--- src/rtl/sg_pkg.sv ---
// Shared definitions for the status guard: status bit positions and the
// protection-level encoding. Assumes an 8-bit status byte.
package sg_pkg;
    localparam int STAT_W   = 8;
    localparam int BIT_BUSY = 0;
    localparam int BIT_WEL  = 1;
    localparam int BIT_LVL0 = 2;
    localparam int BIT_LVL1 = 3;
    localparam int BIT_LOCK = 7;

    typedef enum logic [1:0] {
        PROT_NONE    = 2'b00,
        PROT_QUARTER = 2'b01,
        PROT_HALF    = 2'b10,
        PROT_ALL     = 2'b11
    } prot_e;
endpackage

--- src/rtl/sg_region_guard.sv ---
// Decides whether an address falls inside the protected top region.
// Assumes the protected fractions are aligned to the top of the space, so
// only the upper address bits matter. ADDR_W must be at least 2.
module sg_region_guard #(
    parameter int ADDR_W = 14
) (
    input  sg_pkg::prot_e      level_i,
    input  logic [ADDR_W-1:0]  addr_i,
    output logic               in_prot_o
);
    localparam int TOP = ADDR_W - 1;

    logic top_half;
    logic top_quarter;

    generate
        if (ADDR_W >= 2) begin : g_wide
            // Extract the two region-selecting address bits.
            always_comb begin
                top_half    = addr_i[TOP];
                top_quarter = addr_i[TOP] & addr_i[TOP-1];
            end
        end else begin : g_narrow
            // A one-bit space has no quarter; treat the top half as the quarter.
            always_comb begin
                top_half    = addr_i[TOP];
                top_quarter = addr_i[TOP];
            end
        end
    endgenerate

    // Map the protection level onto the address region.
    always_comb begin
        unique case (level_i)
            sg_pkg::PROT_NONE:    in_prot_o = 1'b0;
            sg_pkg::PROT_QUARTER: in_prot_o = top_quarter;
            sg_pkg::PROT_HALF:    in_prot_o = top_half;
            default:              in_prot_o = 1'b1;
        endcase
    end
endmodule

--- src/rtl/sg_pending_cfg.sv ---
// Holds a status-write byte between capture and chip-select rise.
// Assumes the caller gates capture with the status-write permission and
// supplies a one-cycle chip-select rise pulse.
module sg_pending_cfg #(
    parameter int W = 8
) (
    input  logic         clk,
    input  logic         rst_n,
    input  logic         capture_i,
    input  logic [W-1:0] data_i,
    input  logic         abort_i,
    input  logic         cs_rise_i,
    output logic         commit_o,
    output logic [W-1:0] data_o
);
    logic pend_q;

    // Fire a commit when chip select rises with a byte held.
    always_comb commit_o = pend_q & cs_rise_i;

    // Track the pending byte: commit and abort drop it, capture loads it.
    always_ff @(posedge clk) begin
        if (!rst_n) begin
            pend_q <= 1'b0;
            data_o <= '0;
        end else if (commit_o || abort_i) begin
            pend_q <= 1'b0;
        end else if (capture_i) begin
            pend_q <= 1'b1;
            data_o <= data_i;
        end
    end
endmodule

--- src/rtl/sg_enable_latch.sv ---
// Write-enable latch. Assumes the clear events (commit, launch) are
// produced outside and may arrive while busy; commands are ignored while busy.
module sg_enable_latch (
    input  logic clk,
    input  logic rst_n,
    input  logic busy_i,
    input  logic set_i,
    input  logic clr_cmd_i,
    input  logic clr_evt_i,
    output logic wel_o
);
    // Update the latch: events clear, disable beats enable, busy freezes commands.
    always_ff @(posedge clk) begin
        if (!rst_n) begin
            wel_o <= 1'b0;
        end else if (clr_evt_i) begin
            wel_o <= 1'b0;
        end else if (!busy_i) begin
            if (clr_cmd_i)
                wel_o <= 1'b0;
            else if (set_i)
                wel_o <= 1'b1;
        end
    end
endmodule

--- src/rtl/status_guard.sv ---
// Top of the status and write-permission guard. Holds the protection level
// and lock-enable bit (stand-ins for non-volatile cells, cleared only by
// reset), assembles the status byte and grants array and status writes.
// Assumes command inputs are single-cycle pulses synchronous to clk.
module status_guard #(
    parameter int ADDR_W = 14
) (
    input  logic              clk,
    input  logic              rst_n,
    input  logic              cs_n,
    input  logic              wp_n,
    input  logic              busy_i,
    input  logic              wren_i,
    input  logic              wrdi_i,
    input  logic              stat_wr_i,
    input  logic [7:0]        stat_data_i,
    input  logic [ADDR_W-1:0] arr_addr_i,
    input  logic              arr_start_i,
    output logic [7:0]        status_o,
    output logic              stat_wr_ok_o,
    output logic              arr_wr_ok_o,
    output logic              arr_launch_o
);
    import sg_pkg::*;

    prot_e       level_q;
    logic        lock_en_q;
    logic        cs_n_q;
    logic        wel;
    logic        hw_lock;
    logic        cs_rise;
    logic        in_prot;
    logic        commit;
    logic [7:0]  pend_data;

    // Derive the hardware lock and the chip-select rise.
    always_comb begin
        hw_lock = ~wp_n & lock_en_q;
        cs_rise = cs_n & ~cs_n_q;
    end

    // Grant decisions for status and array writes.
    always_comb begin
        stat_wr_ok_o = wel & ~busy_i & ~hw_lock;
        arr_wr_ok_o  = wel & ~busy_i & ~in_prot;
        arr_launch_o = arr_start_i & arr_wr_ok_o;
    end

    // Assemble the status byte; unused bits read zero.
    always_comb begin
        status_o           = '0;
        status_o[BIT_BUSY] = busy_i;
        status_o[BIT_WEL]  = wel;
        status_o[BIT_LVL0] = level_q[0];
        status_o[BIT_LVL1] = level_q[1];
        status_o[BIT_LOCK] = lock_en_q;
    end

    // Remember the previous chip-select level to find its rise.
    always_ff @(posedge clk) begin
        if (!rst_n) cs_n_q <= 1'b1;
        else        cs_n_q <= cs_n;
    end

    // Load the writable configuration bits when a status write takes effect.
    always_ff @(posedge clk) begin
        if (!rst_n) begin
            level_q   <= PROT_NONE;
            lock_en_q <= 1'b0;
        end else if (commit) begin
            level_q   <= prot_e'({pend_data[BIT_LVL1], pend_data[BIT_LVL0]});
            lock_en_q <= pend_data[BIT_LOCK];
        end
    end

    sg_region_guard #(.ADDR_W(ADDR_W)) u_region (
        .level_i   (level_q),
        .addr_i    (arr_addr_i),
        .in_prot_o (in_prot)
    );

    sg_pending_cfg #(.W(STAT_W)) u_pending (
        .clk       (clk),
        .rst_n     (rst_n),
        .capture_i (stat_wr_i & stat_wr_ok_o),
        .data_i    (stat_data_i),
        .abort_i   (hw_lock & ~cs_n),
        .cs_rise_i (cs_rise),
        .commit_o  (commit),
        .data_o    (pend_data)
    );

    sg_enable_latch u_wel (
        .clk       (clk),
        .rst_n     (rst_n),
        .busy_i    (busy_i),
        .set_i     (wren_i),
        .clr_cmd_i (wrdi_i),
        .clr_evt_i (commit | arr_launch_o),
        .wel_o     (wel)
    );
endmodule

--- config.mk ---
export PLATFORM = sky130hd
export DESIGN_NAME = status_guard
export DESIGN_NICKNAME = d
export VERILOG_FILES = /design/src/rtl/sg_pkg.sv /design/src/rtl/sg_region_guard.sv /design/src/rtl/sg_pending_cfg.sv /design/src/rtl/sg_enable_latch.sv /design/src/rtl/status_guard.sv
export SDC_FILE = /design/constraint.sdc
export NUM_CORES = 1
export LEC_CHECK = 0
export CORE_MARGIN = 5
export CORE_UTILIZATION = 35
export CTS_BUF_LIST = sky130_fd_sc_hd__clkbuf_16
export CTS_CLUSTER_DIAMETER = 60
export DETAILED_ROUTE_END_ITERATION = 6
export PLACE_DENSITY = 0.77
export RECOVER_POWER = 100
export SLEW_MARGIN = 30
export SYNTH_ARGS = -nofsm -noshare
export SYNTH_HDL_FRONTEND = slang
export SYNTH_HIERARCHICAL = 1
export SYNTH_SLANG_ARGS = --single-unit
--- constraint.sdc ---
create_clock -name clk -period 1.75 [get_ports clk]
set_input_delay 0.2625 -clock clk [delete_from_list [all_inputs] [get_ports clk]]
set_output_delay 0.2625 -clock clk [all_outputs]
set_load 0.01 [all_outputs]
# [Word level (Yosys, flattened, before mapping)]
# Cells that the tools add are included.
[totals] output_inout_bits=11 reg_bits=14 in_bits=31 wordCells=37
[classes] n_mux=3 bitwise_logic=19 eq_ne=2 n_reduce_logical=7
[op_table] operator="bitwise AND 1 bit" count=10
[op_table] operator="NOT 1 bit" count=8
[op_table] operator="AND reduction 2 bit" count=2
[op_table] operator="OR reduction 2 bit" count=2
[op_table] operator="one-hot mux 1 bit (3 select lines)" count=1
[op_table] operator="equality test 2 x 1 -> 1 bit, second input constant" count=1
[op_table] operator="equality test 2 bit, second input constant" count=1
[op_table] operator="zero test 2 bit" count=1
[op_table] operator="2-to-1 mux 1 bit" count=2
[op_table] operator="nonzero test 2 bit" count=1
[op_table] operator="logical OR 1 bit" count=1
[op_table] operator="bitwise OR 1 bit" count=1

# [Logic depth before layout (Yosys ltp)]
# Gate-level depths: netlist (run 1).
[logic_depth] ltp_word=7 depth_mapped=6 depth_no_buf=6

# [Modules after synthesis]
# Netlist (run 1), hierarchy kept.
[by_module_without_submodules] module="sg_pending_cfg" seq_area_each_um2=180.2 area_each_um2=372.9 n_inst=1 cells_per_inst=40
[by_module_without_submodules] module="status_guard" seq_area_each_um2=80.1 area_each_um2=242.7 n_inst=1 cells_per_inst=27
[by_module_without_submodules] module="sg_enable_latch" seq_area_each_um2=20.0 area_each_um2=47.5 n_inst=1 cells_per_inst=5
[by_module_without_submodules] module="sg_region_guard" seq_area_each_um2=0.0 area_each_um2=13.8 n_inst=1 cells_per_inst=3

# [Worst setup path after synthesis (run 1)]
# No wires, ideal clock.
[synth_timing] kind="register -> register" start="register level_q[0]" end="register u_wel.wel_o" path_slack_ns=0.511 stages_incl_launch_ff=7 t_required_ns=1.690 setup_ns=0.060 arrival_time_ns=1.179 period_less_slack_ns=1.239 cell_sequence="dfxtp_1 -> o21ai_1 -> nand2_1 -> and4bb_1 -> or2_1 -> inv_1 -> o2111a_1"
[synth_via] elab_chain_len=7 word_cells_on_any_way=9 classes_between="2 x eq/ne; 1 x mux; 4 x bitwise; 2 x reduce/logical"
[synth_rtl] item="from (decl)" line_no="status_guard.sv:26" source="prot_e level_q;"
[synth_rtl] item="from (signal assigned)" line_no="status_guard.sv:71" source="level_q <= prot_e'({pend_data[BIT_LVL1], pend_data[BIT_LVL0]});"
[synth_rtl] item="equality test 2 bit (tied with other cells)" line_no="sg_region_guard.sv:34" source="unique case (level_i)"
[synth_rtl] item="one-hot mux 1 bit (3 select lines) (*)" line_no="sg_region_guard.sv:34"
[synth_rtl] item="via in_prot" line_no="status_guard.sv:32" source="logic in_prot;"
[synth_rtl] item="NOT 1 bit (*)" line_no="status_guard.sv:45" source="arr_wr_ok_o = wel & ~busy_i & ~in_prot;"
[synth_rtl] item="bitwise AND 1 bit (*)" line_no="status_guard.sv:45"
[synth_rtl] item="bitwise AND 1 bit (*)" line_no="status_guard.sv:46" source="arr_launch_o = arr_start_i & arr_wr_ok_o;"
[synth_rtl] item="via arr_launch_o" line_no="status_guard.sv:22" source="output logic arr_launch_o"
[synth_rtl] item="bitwise OR 1 bit (*)" line_no="status_guard.sv:99" source=".clr_evt_i (commit | arr_launch_o),"
[synth_rtl] item="OR reduction 2 bit (no source line) (*)"
[synth_rtl] item="to (signal assigned)" line_no="sg_enable_latch.sv:17" source="wel_o <= 1'b0;"
[synth_rtl] item="to (signal assigned)" line_no="sg_enable_latch.sv:20" source="wel_o <= 1'b0;"
[synth_rtl] item="to (signal assigned)" line_no="sg_enable_latch.sv:22" source="wel_o <= 1'b1;"
[synth_rtl] item="to (decl)" line_no="sg_enable_latch.sv:10" source="output logic wel_o"
# The timed path passes the listed nets; every way through them passes the cells marked *.
# A chain may end at the register's enable or synchronous reset.

# [Final worst setup path (run 1)]
[layout_timing] start="input busy_i" end="output status_o[0]"
[layout_lines] item="from (decl)" line_no="status_guard.sv:12" source="input logic busy_i,"
[layout_lines] item="to (decl)" line_no="status_guard.sv:19" source="output logic [7:0] status_o,"
# No word-level cell between the ends.

==> results.json, run 1 <==
{
  "status": "finished, final reports clean",
  "irDropWorstVdd_mv": 0.496,
  "crit_chain": "clkdlybuf4s50_1 -> dlygate4sd3_1",
  "numClockSinks": 9,
  "drt_iter0_markers": 3,
  "clk_pin_slew_ns": 0.04,
  "routed_via_density": 4.47,
  "drcViolationCount": 0,
  "pwr-share-seq_pct": 31.9,
  "numCtsBuffers": 3,
  "drv_cap": 0,
  "cts_max_level": 1,
  "fin_crit_sh_pct": 95.0,
  "crit_arrival_ns": 1.40,
  "drv_slew": 0,
  "netlist_area_um2": 489,
  "switching_share_pct": 17.9,
  "power_w": 0.000666,
  "diodes": 0,
  "path_delay_family": "buffers and inverters",
  "drive_above_1_share_pct": 8.00,
  "antenna_found_initial": 0,
  "rows": 13,
  "hpwl_um": 771,
  "root_buffer": "clkbuf_16",
  "clk_path_buf_depth": 2,
  "cts_hold_buf": 0,
  "dieArea_um2": 2250,
  "crit_type": "in2out",
  "cp_num_buf_inv": 2,
  "ant_nets": 0,
  "cp.required_ns": 1.49,
  "grt_pass1_wl_um": 1520,
  "synthToLayoutAreaGrowth_pct": 51.7,
  "grt_remaining_overflow": 0,
  "final_cell_mix": "11 x clkdlybuf4s50_1, 9 x dfxtp_1, 7 x nor2b_1, 7 x dlygate4sd3_1, 7 x nand2_1",
  "critPathSlowestCell": "dlygate4sd3_1",
  "critPathLaunchType": "primary input",
  "hold_violations": 0,
  "comb_power_share_pct": 8.9,
  "routabilityCongestion": 0.689,
  "grt_setup_unrepaired": "false",
  "fmax_mhz": 601,
  "netlist_instances": 55,
  "grt_max_degree": 13,
  "layout_commonest_cell": "clkdlybuf4s50_1",
  "yosysWarnings": 6,
  "min_period_ns": 1.66,
  "pin_count": 42,
  "portBuffers": 21,
  "leakagePower_nw": 0.315,
  "power_density_nw_per_um2": 898,
  "hold_class": "reg2reg",
  "postCtsSetupBuffers": 0,
  "pre_cts_ws_ns": -0.242,
  "setup_ws_ns": 0.0874,
  "wl_um": 1010,
  "grt_usage_pct": 10.1,
  "tritoncts": "built",
  "finClkSkew_ns": 0.00128,
  "die_w_um": 47.4,
  "clk_latency_ns": 0.23,
  "firstDrtPassIters": 2,
  "syn_avg_cell_area_um2": 8.89,
  "core-area_um2": 1320,
  "p_sw_w": 0.000119,
  "max_stage_delay_ns": 0.62,
  "wl_per_cell_um": 11.2,
  "nNetsFinal": 107,
  "p_clk_share_pct": 59.2,
  "vias": 402,
  "fp.dieH_um": 47.4,
  "grt_pass1_vias": 379,
  "intPower_w": 0.000547,
  "start_util_pct": 37.1,
  "end_kind": "primary output",
  "setup_violations": 0,
  "worst-path-max-fanout": 5
}
## metrics by stage
step / TNS [ns] / util [%] / cells / hold slack [ns] / area [um^2]
6_report: 0 / 56.3 / 90 / 0.467 / 742
3_3_place_gp: -0.414 / 51.2 / 86 / 0.445 / 674
2_1_floorplan: 0 / - / 57 / 0.336 / 497
4_1_cts: 0 / 56.9 / 90 / 0.470 / 749
5_1_grt: 0 / 56.3 / 90 / 0.510 / 742
3_5_place_dp: -0.473 / 51.2 / 86 / 0.464 / 674
## path summary, 6_finish.rpt
path	start	to	slack (ns)	cells past startpoint
setup / recovery	busy_i	status_o[0]	0.09	2
hold / removal	u_pending/data_o[2]	u_pending/data_o[2]	0.47	2
setup reg to reg	lock_en_q	u_pending/data_o[3]	0.48	5
hold reg to reg	u_pending/data_o[2]	u_pending/data_o[2]	0.47	2
## worst min-delay path, cell delays in order, from the launching register on
cell and delay [ns]:
dfxtp_1 0.31, nand2_1 0.06, mux2i_1 0.05
## cell type report
type	count	area, um^2
Multi-Input combinational cell	38	244
Tap cell	15	18.8
Fill cell	120	576
Clock inverter	1	3.75
Clock buffer	3	75.1
Inverter	1	3.75
Sequential cell	9	180
Timing Repair Buffer	23	216
## power groups by stage
stage | combinational (W) | clock, W | sequential [W]
final | 0.0000591 | 0.000395 | 0.000212
after global routing | 0.0000640 | 0.000428 | 0.000213
after detailed placement | 0.0000627 | 0 | 0.000216
after global placement | 0.0000623 | 0 | 0.000216
after floorplan | 0.0000312 | 0 | 0.000215
after CTS | 0.0000618 | 0.000403 | 0.000213
## repair_timing
action,4_1_cts,5_1_grt
endpoints found under the hold margin,0,0
resized for setup,3,2
endpoints found under the setup margin,3,1
## state kept, by name, summed over array words and instances, names as in the netlist
| name | count |
|---|---|
| cs_n_q | 1 |
| level_q | 2 |
| lock_en_q | 1 |
| u_pending/data_o | 3 |
| u_pending/pend_q | 1 |
| u_wel/wel_o | 1 |
## layer usage
layer,part of all wire [%],vias to the layer above,track usage (%),wire length [um]
met5,0,-,0,0
met4,0,0,4.97,0
met3,19,0,5.75,189
met2,41,23,16.3,411
met1,40,171,10.4,407
li1,-,208,-,-
(Power assumes the default switching activity.)
==> run 2, diff against run 1 <==
--- a/config.mk
+++ b/config.mk
@@ -6,11 +6,11 @@
 export NUM_CORES = 1
 export LEC_CHECK = 0
 export CORE_MARGIN = 5
-export CORE_UTILIZATION = 35
+export CORE_UTILIZATION = 36
 export CTS_BUF_LIST = sky130_fd_sc_hd__clkbuf_16
-export CTS_CLUSTER_DIAMETER = 60
+export CTS_CLUSTER_DIAMETER = 80
 export DETAILED_ROUTE_END_ITERATION = 6
-export PLACE_DENSITY = 0.77
+export PLACE_DENSITY = 0.79
 export RECOVER_POWER = 100
 export SLEW_MARGIN = 30
 export SYNTH_ARGS = -nofsm -noshare
==> results.json, run 2 (synthesis results as in run 1) <==
{
  "status": "finished, final reports clean",
  "tritoncts": "built",
  "clk_latency_ns": 0.23,
  "end_kind": "primary output",
  "p_sw_w": 0.000117,
  "setup_violations": 0,
  "vias": 412,
  "firstDrtPassIters": 1,
  "hold_path_end": "u_pending/data_o[3]",
  "nNetsFinal": 108,
  "placed_cells": 87,
  "grt_max_degree": 13,
  "critPathLaunchType": "primary input",
  "crit_chain": "clkdlybuf4s50_1 -> o21ai_1 -> nand2_1 -> and4bb_1 -> dlygate4sd2_1",
  "drv_slew": 0,
  "multi_input_area_um2": 244,
  "cp.required_ns": 1.49,
  "fin_cells": 91,
  "r2r_end": "u_pending/data_o[7]",
  "drive_above_1_share_pct": 9.21,
  "wl_per_cell_um": 10.9,
  "hold_start": "u_pending/data_o[3]",
  "numClockSinks": 9,
  "routabilityCongestion": 0.708,
  "drcViolationCount": 0,
  "portBuffers": 21,
  "layout_commonest_cell": "clkdlybuf4s50_1",
  "critPathSlowestCell": "clkdlybuf4s50_1",
  "reg2reg_slack_ns": 0.42,
  "clk_pin_slew_ns": 0.04,
  "dieArea_um2": 2200,
  "fin_crit_sh_pct": 97.2,
  "fmax_mhz": 588,
  "grt_setup_unrepaired": "false",
  "hold_class": "reg2reg",
  "start_util_pct": 37.6,
  "p_clk_share_pct": 58.9,
  "numCtsBuffers": 3,
  "top_regs": "u_pending/data_o: 3 flops, level_q: 2 flops",
  "leakagePower_nw": 0.328,
  "hold_depth": 2,
  "ant_nets": 0,
  "antenna_found_initial": 0,
  "postCtsSetupBuffers": 0,
  "die_w_um": 46.9,
  "final_cell_mix": "11 x clkdlybuf4s50_1, 9 x dfxtp_1, 7 x nor2b_1, 7 x dlygate4sd3_1, 7 x nand2_1",
  "hold_violations": 0,
  "diodes": 0,
  "crit_type": "in2out",
  "hpwl_um": 786,
  "switching_share_pct": 17.6,
  "pin_count": 42,
  "power_density_nw_per_um2": 882,
  "grt_remaining_overflow": 0,
  "pwr-share-seq_pct": 31.9,
  "cts_resized": 3,
  "worst_hold_slack_ns": 0.451,
  "core-area_um2": 1300,
  "wl_um": 992,
  "grt_pass1_wl_um": 1440,
  "drt_iter0_markers": 0,
  "synthToLayoutAreaGrowth_pct": 54.2,
  "root_buffer": "clkbuf_16",
  "rows": 13,
  "largest_reg_flops": 3,
  "fillCellCount": 127,
  "grt_pass1_vias": 370,
  "fp.dieH_um": 46.9,
  "seq_area_um2": 180,
  "clk_path_buf_depth": 2,
  "max_stage_delay_ns": 0.42,
  "min_period_ns": 1.70,
  "intPower_w": 0.000548,
  "cts_max_level": 1,
  "irDropWorstVdd_mv": 0.634,
  "routed_via_density": 4.53,
  "drv_cap": 0,
  "worst-path-max-fanout": 2,
  "finClkSkew_ns": 0.000881,
  "comb_power_share_pct": 9.1,
  "r2r_start": "u_wel/wel_o",
  "r2r_cells": 5,
  "cts_hold_buf": 0,
  "grt_usage_pct": 10.0,
  "crit_arrival_ns": 1.44,
  "largest-register": "u_pending/data_o"
}
[run 2: changes by cell type in the layout (fill, tap and decap cells not counted)]
cell,change
buf_4,+2
dlygate4sd2_1,+1
clkbuf_4,-1
clkbuf_1,-1
[run 2: layout make-up]
type | instances | share of cell area, %
inverters | 1 | 0.498
clock inverters | 1 | 0.498
flip-flops and latches | 9 | 23.9
repair buffers | 24 | 30.3
clock buffers | 3 | 9.95
well taps | 15 | 2.49
multi-input cells | 38 | 32.3
[run 2: worst max path at each step]
stage | from | slack (ns) | end | depth (start not counted)
after floorplan | level_q[0] | 0.51 | u_wel/wel_o | 6
after global placement | arr_addr_i[13] | -0.21 | arr_launch_o | 5
after detailed placement | arr_addr_i[13] | -0.23 | arr_launch_o | 5
after CTS | arr_addr_i[13] | 0.04 | arr_launch_o | 5
after global routing | arr_addr_i[13] | 0.01 | arr_launch_o | 5
final | arr_addr_i[13] | 0.05 | arr_launch_o | 5
[run 2: through the flow]
stage	instance area (um^2)	total power, W	TNS, ns	utilization [%]	worst slack (ns)
floorplan	497	0.000247	0	-	0.511
finish	754	0.000665	0	58.0	0.0492
global placement	682	0.000279	-0.463	52.4	-0.213
detailed placement	682	0.000281	-0.659	52.4	-0.229
CTS	757	0.000677	0	58.2	0.0408
global route	754	0.000698	0	58.0	0.0111
[run 2: critical path: cells and delay by family]
kind	cells	cell delay (ns)
buf+inv	2	0.69
compound gates	1	0.12
simple gates	2	0.36
[run 2: power groups by stage]
stage	clock network [W]	registers, W	logic, W
after floorplan	0	0.000215	0.0000312
after global placement	0	0.000216	0.0000636
after detailed placement	0	0.000216	0.0000647
after CTS	0.000401	0.000213	0.0000635
after global routing	0.000419	0.000213	0.0000653
final	0.000392	0.000213	0.0000607
[run 2: metal layers]
metal / vias up / share of wire [%] / GRT usage [%]
met5: - / 0 / 0
met3: 5 / 11 / 5.75
li1: 213 / - / -
met2: 14 / 53 / 17.1
met1: 180 / 34 / 8.99
met4: 0 / 2.6 / 6.63
==> run 3, diff against run 2 <==
--- a/config.mk
+++ b/config.mk
@@ -5,12 +5,13 @@
 export SDC_FILE = /design/constraint.sdc
 export NUM_CORES = 1
 export LEC_CHECK = 0
+export ABC_AREA = 1
 export CORE_MARGIN = 5
-export CORE_UTILIZATION = 36
+export CORE_UTILIZATION = 38
 export CTS_BUF_LIST = sky130_fd_sc_hd__clkbuf_16
 export CTS_CLUSTER_DIAMETER = 80
 export DETAILED_ROUTE_END_ITERATION = 6
-export PLACE_DENSITY = 0.79
+export PLACE_DENSITY = 0.78
 export RECOVER_POWER = 100
 export SLEW_MARGIN = 30
 export SYNTH_ARGS = -nofsm -noshare
==> results.json, run 3 <==
{
  "grt_setup_unrepaired": "false",
  "vias": 517,
  "cp.required_ns": 1.49,
  "fin_crit_sh_pct": 94.9,
  "crit_arrival_ns": 1.40,
  "yosysWarnings": 6,
  "fmax_mhz": 602,
  "setup_violations": 0,
  "hold_violations": 0,
  "portBuffers": 21,
  "crit_type": "in2out",
  "firstDrtPassIters": 1,
  "worst_hold_slack_ns": 0.497,
  "cts_hold_buf": 0,
  "largest_reg_flops": 3,
  "grt_usage_pct": 11.8,
  "top_regs": "u_pending/data_o: 3 flops, level_q: 2 flops",
  "diodes": 0,
  "rows": 13,
  "crit_chain": "clkdlybuf4s50_1 -> clkbuf_4 -> clkdlybuf4s50_1",
  "critPathLaunchType": "primary input",
  "drive_above_1_share_pct": 11.4,
  "min_period_ns": 1.66,
  "drv_slew": 0,
  "numCtsBuffers": 3,
  "syn_avg_cell_area_um2": 6.54,
  "numClockSinks": 9,
  "routabilityCongestion": 0.755,
  "grt_remaining_overflow": 0,
  "drcViolationCount": 0,
  "wl_um": 1100,
  "tritoncts": "built",
  "nNetsFinal": 137,
  "status": "finished, final reports clean",
  "placed_area_um2": 741,
  "netlist_area_um2": 543,
  "final_area_um2": 805,
  "dieArea_um2": 2280,
  "worst-path-max-fanout": 2,
  "antenna_found_initial": 0,
  "start_util_pct": 40.7,
  "clk_latency_ns": 0.23,
  "root_buffer": "clkbuf_16",
  "layout_commonest_cell": "inv_1",
  "ant_nets": 0,
  "drt_iter0_markers": 0,
  "synthToLayoutAreaGrowth_pct": 48.2,
  "core-area_um2": 1330,
  "grt_pass1_wl_um": 1810,
  "wl_met1_um": 430,
  "fp.dieH_um": 47.8,
  "critical_path.most_common_cell": "clkdlybuf4s50_1",
  "netlist_instances": 83,
  "grt_max_degree": 10,
  "largest-register": "u_pending/data_o",
  "power_density_nw_per_um2": 841,
  "pin_count": 42,
  "grt_pass1_vias": 450,
  "clk_pin_slew_ns": 0.04,
  "hpwl_um": 881,
  "clk_path_buf_depth": 2,
  "leakagePower_nw": 0.460,
  "cts_max_level": 1,
  "critPathSlowestCell": "clkdlybuf4s50_1",
  "met3WireLength_um": 165,
  "die_w_um": 47.8,
  "highest_layer": "met4",
  "wl_met2_um": 476,
  "wl_per_cell_um": 9.20,
  "irDropWorstVdd_mv": 0.465,
  "routed_via_density": 4.31,
  "max_stage_delay_ns": 0.52,
  "final_cell_mix": "21 x inv_1, 14 x nand2_1, 14 x nor2_1",
  "drv_cap": 0,
  "end_kind": "primary output",
  "hold_class": "reg2reg",
  "finClkSkew_ns": 0.00134
}
## run 3: cell count changes in the layout (fill, tap and decap cells not counted), moves of 3 or more
cell,previous run,this run
nand2_1,7,14
nand4_1,0,4
nor2b_1,7,0
o21ai_0,1,5
mux2i_1,6,0
inv_1,2,21
nand2b_1,3,0
nor2_1,2,14
## run 3: worst paths after layout
kind / startpoint / end / slack [ns] / cells past startpoint
min: u_pending/data_o[7] / lock_en_q / 0.50 / 2
max reg2reg: u_wel/wel_o / u_pending/data_o[2] / 0.36 / 9
min reg2reg: u_pending/data_o[7] / lock_en_q / 0.50 / 2
max: busy_i / status_o[0] / 0.09 / 3
## run 3: repair_timing
action | CTS | global route
endpoints found under the hold margin | 0 | 0
resized for setup | 3 | 2
pin swaps | 0 | 0
setup endpoints to repair | 3 | 1
buffers inserted | 0 | 0
## run 3: per-stage QoR
stage,total power (W),TNS (ns),worst slack [ns],utilization (%),std cells
6_report,0.000677,0,0.0892,60.3,120
3_5_place_dp,0.000293,-0.207,-0.130,55.5,116
3_3_place_gp,0.000292,-0.154,-0.127,55.5,116
2_1_floorplan,0.000256,0,0.715,-,85
5_1_grt,0.000710,0,0.0354,60.3,120
4_1_cts,0.000687,0,0.0719,61.2,120
## run 3: layer usage
metal,track usage (%),up-vias
met5,0,-
met3,4.14,3
li1,-,276
met2,17.9,24
met4,9.68,0
met1,13.0,214
## run 3: layout make-up
| type | count | area, um^2 |
|---|---|---|
| inverter | 22 | 85.1 |
| clock inverter | 1 | 3.75 |
| tap | 15 | 18.8 |
| fill | 132 | 529 |
| multi-input combinational | 46 | 216 |
| clock buffer | 3 | 75.1 |
| timing repair buffer | 24 | 225 |
| sequential | 9 | 180 |
## run 3: power breakdown
part	internal, W	switching [W]	total, W
clock	0.000298	0.0000942	0.000392
combinational	0.0000417	0.0000285	0.0000702
sequential	0.000212	0.00000312	0.000215
total	0.000551	0.000126	0.000677
## run 3: critical path: cells and delay by family
kind / cells / cell delay [ns]
buffers and inverters: 3 / 1.13
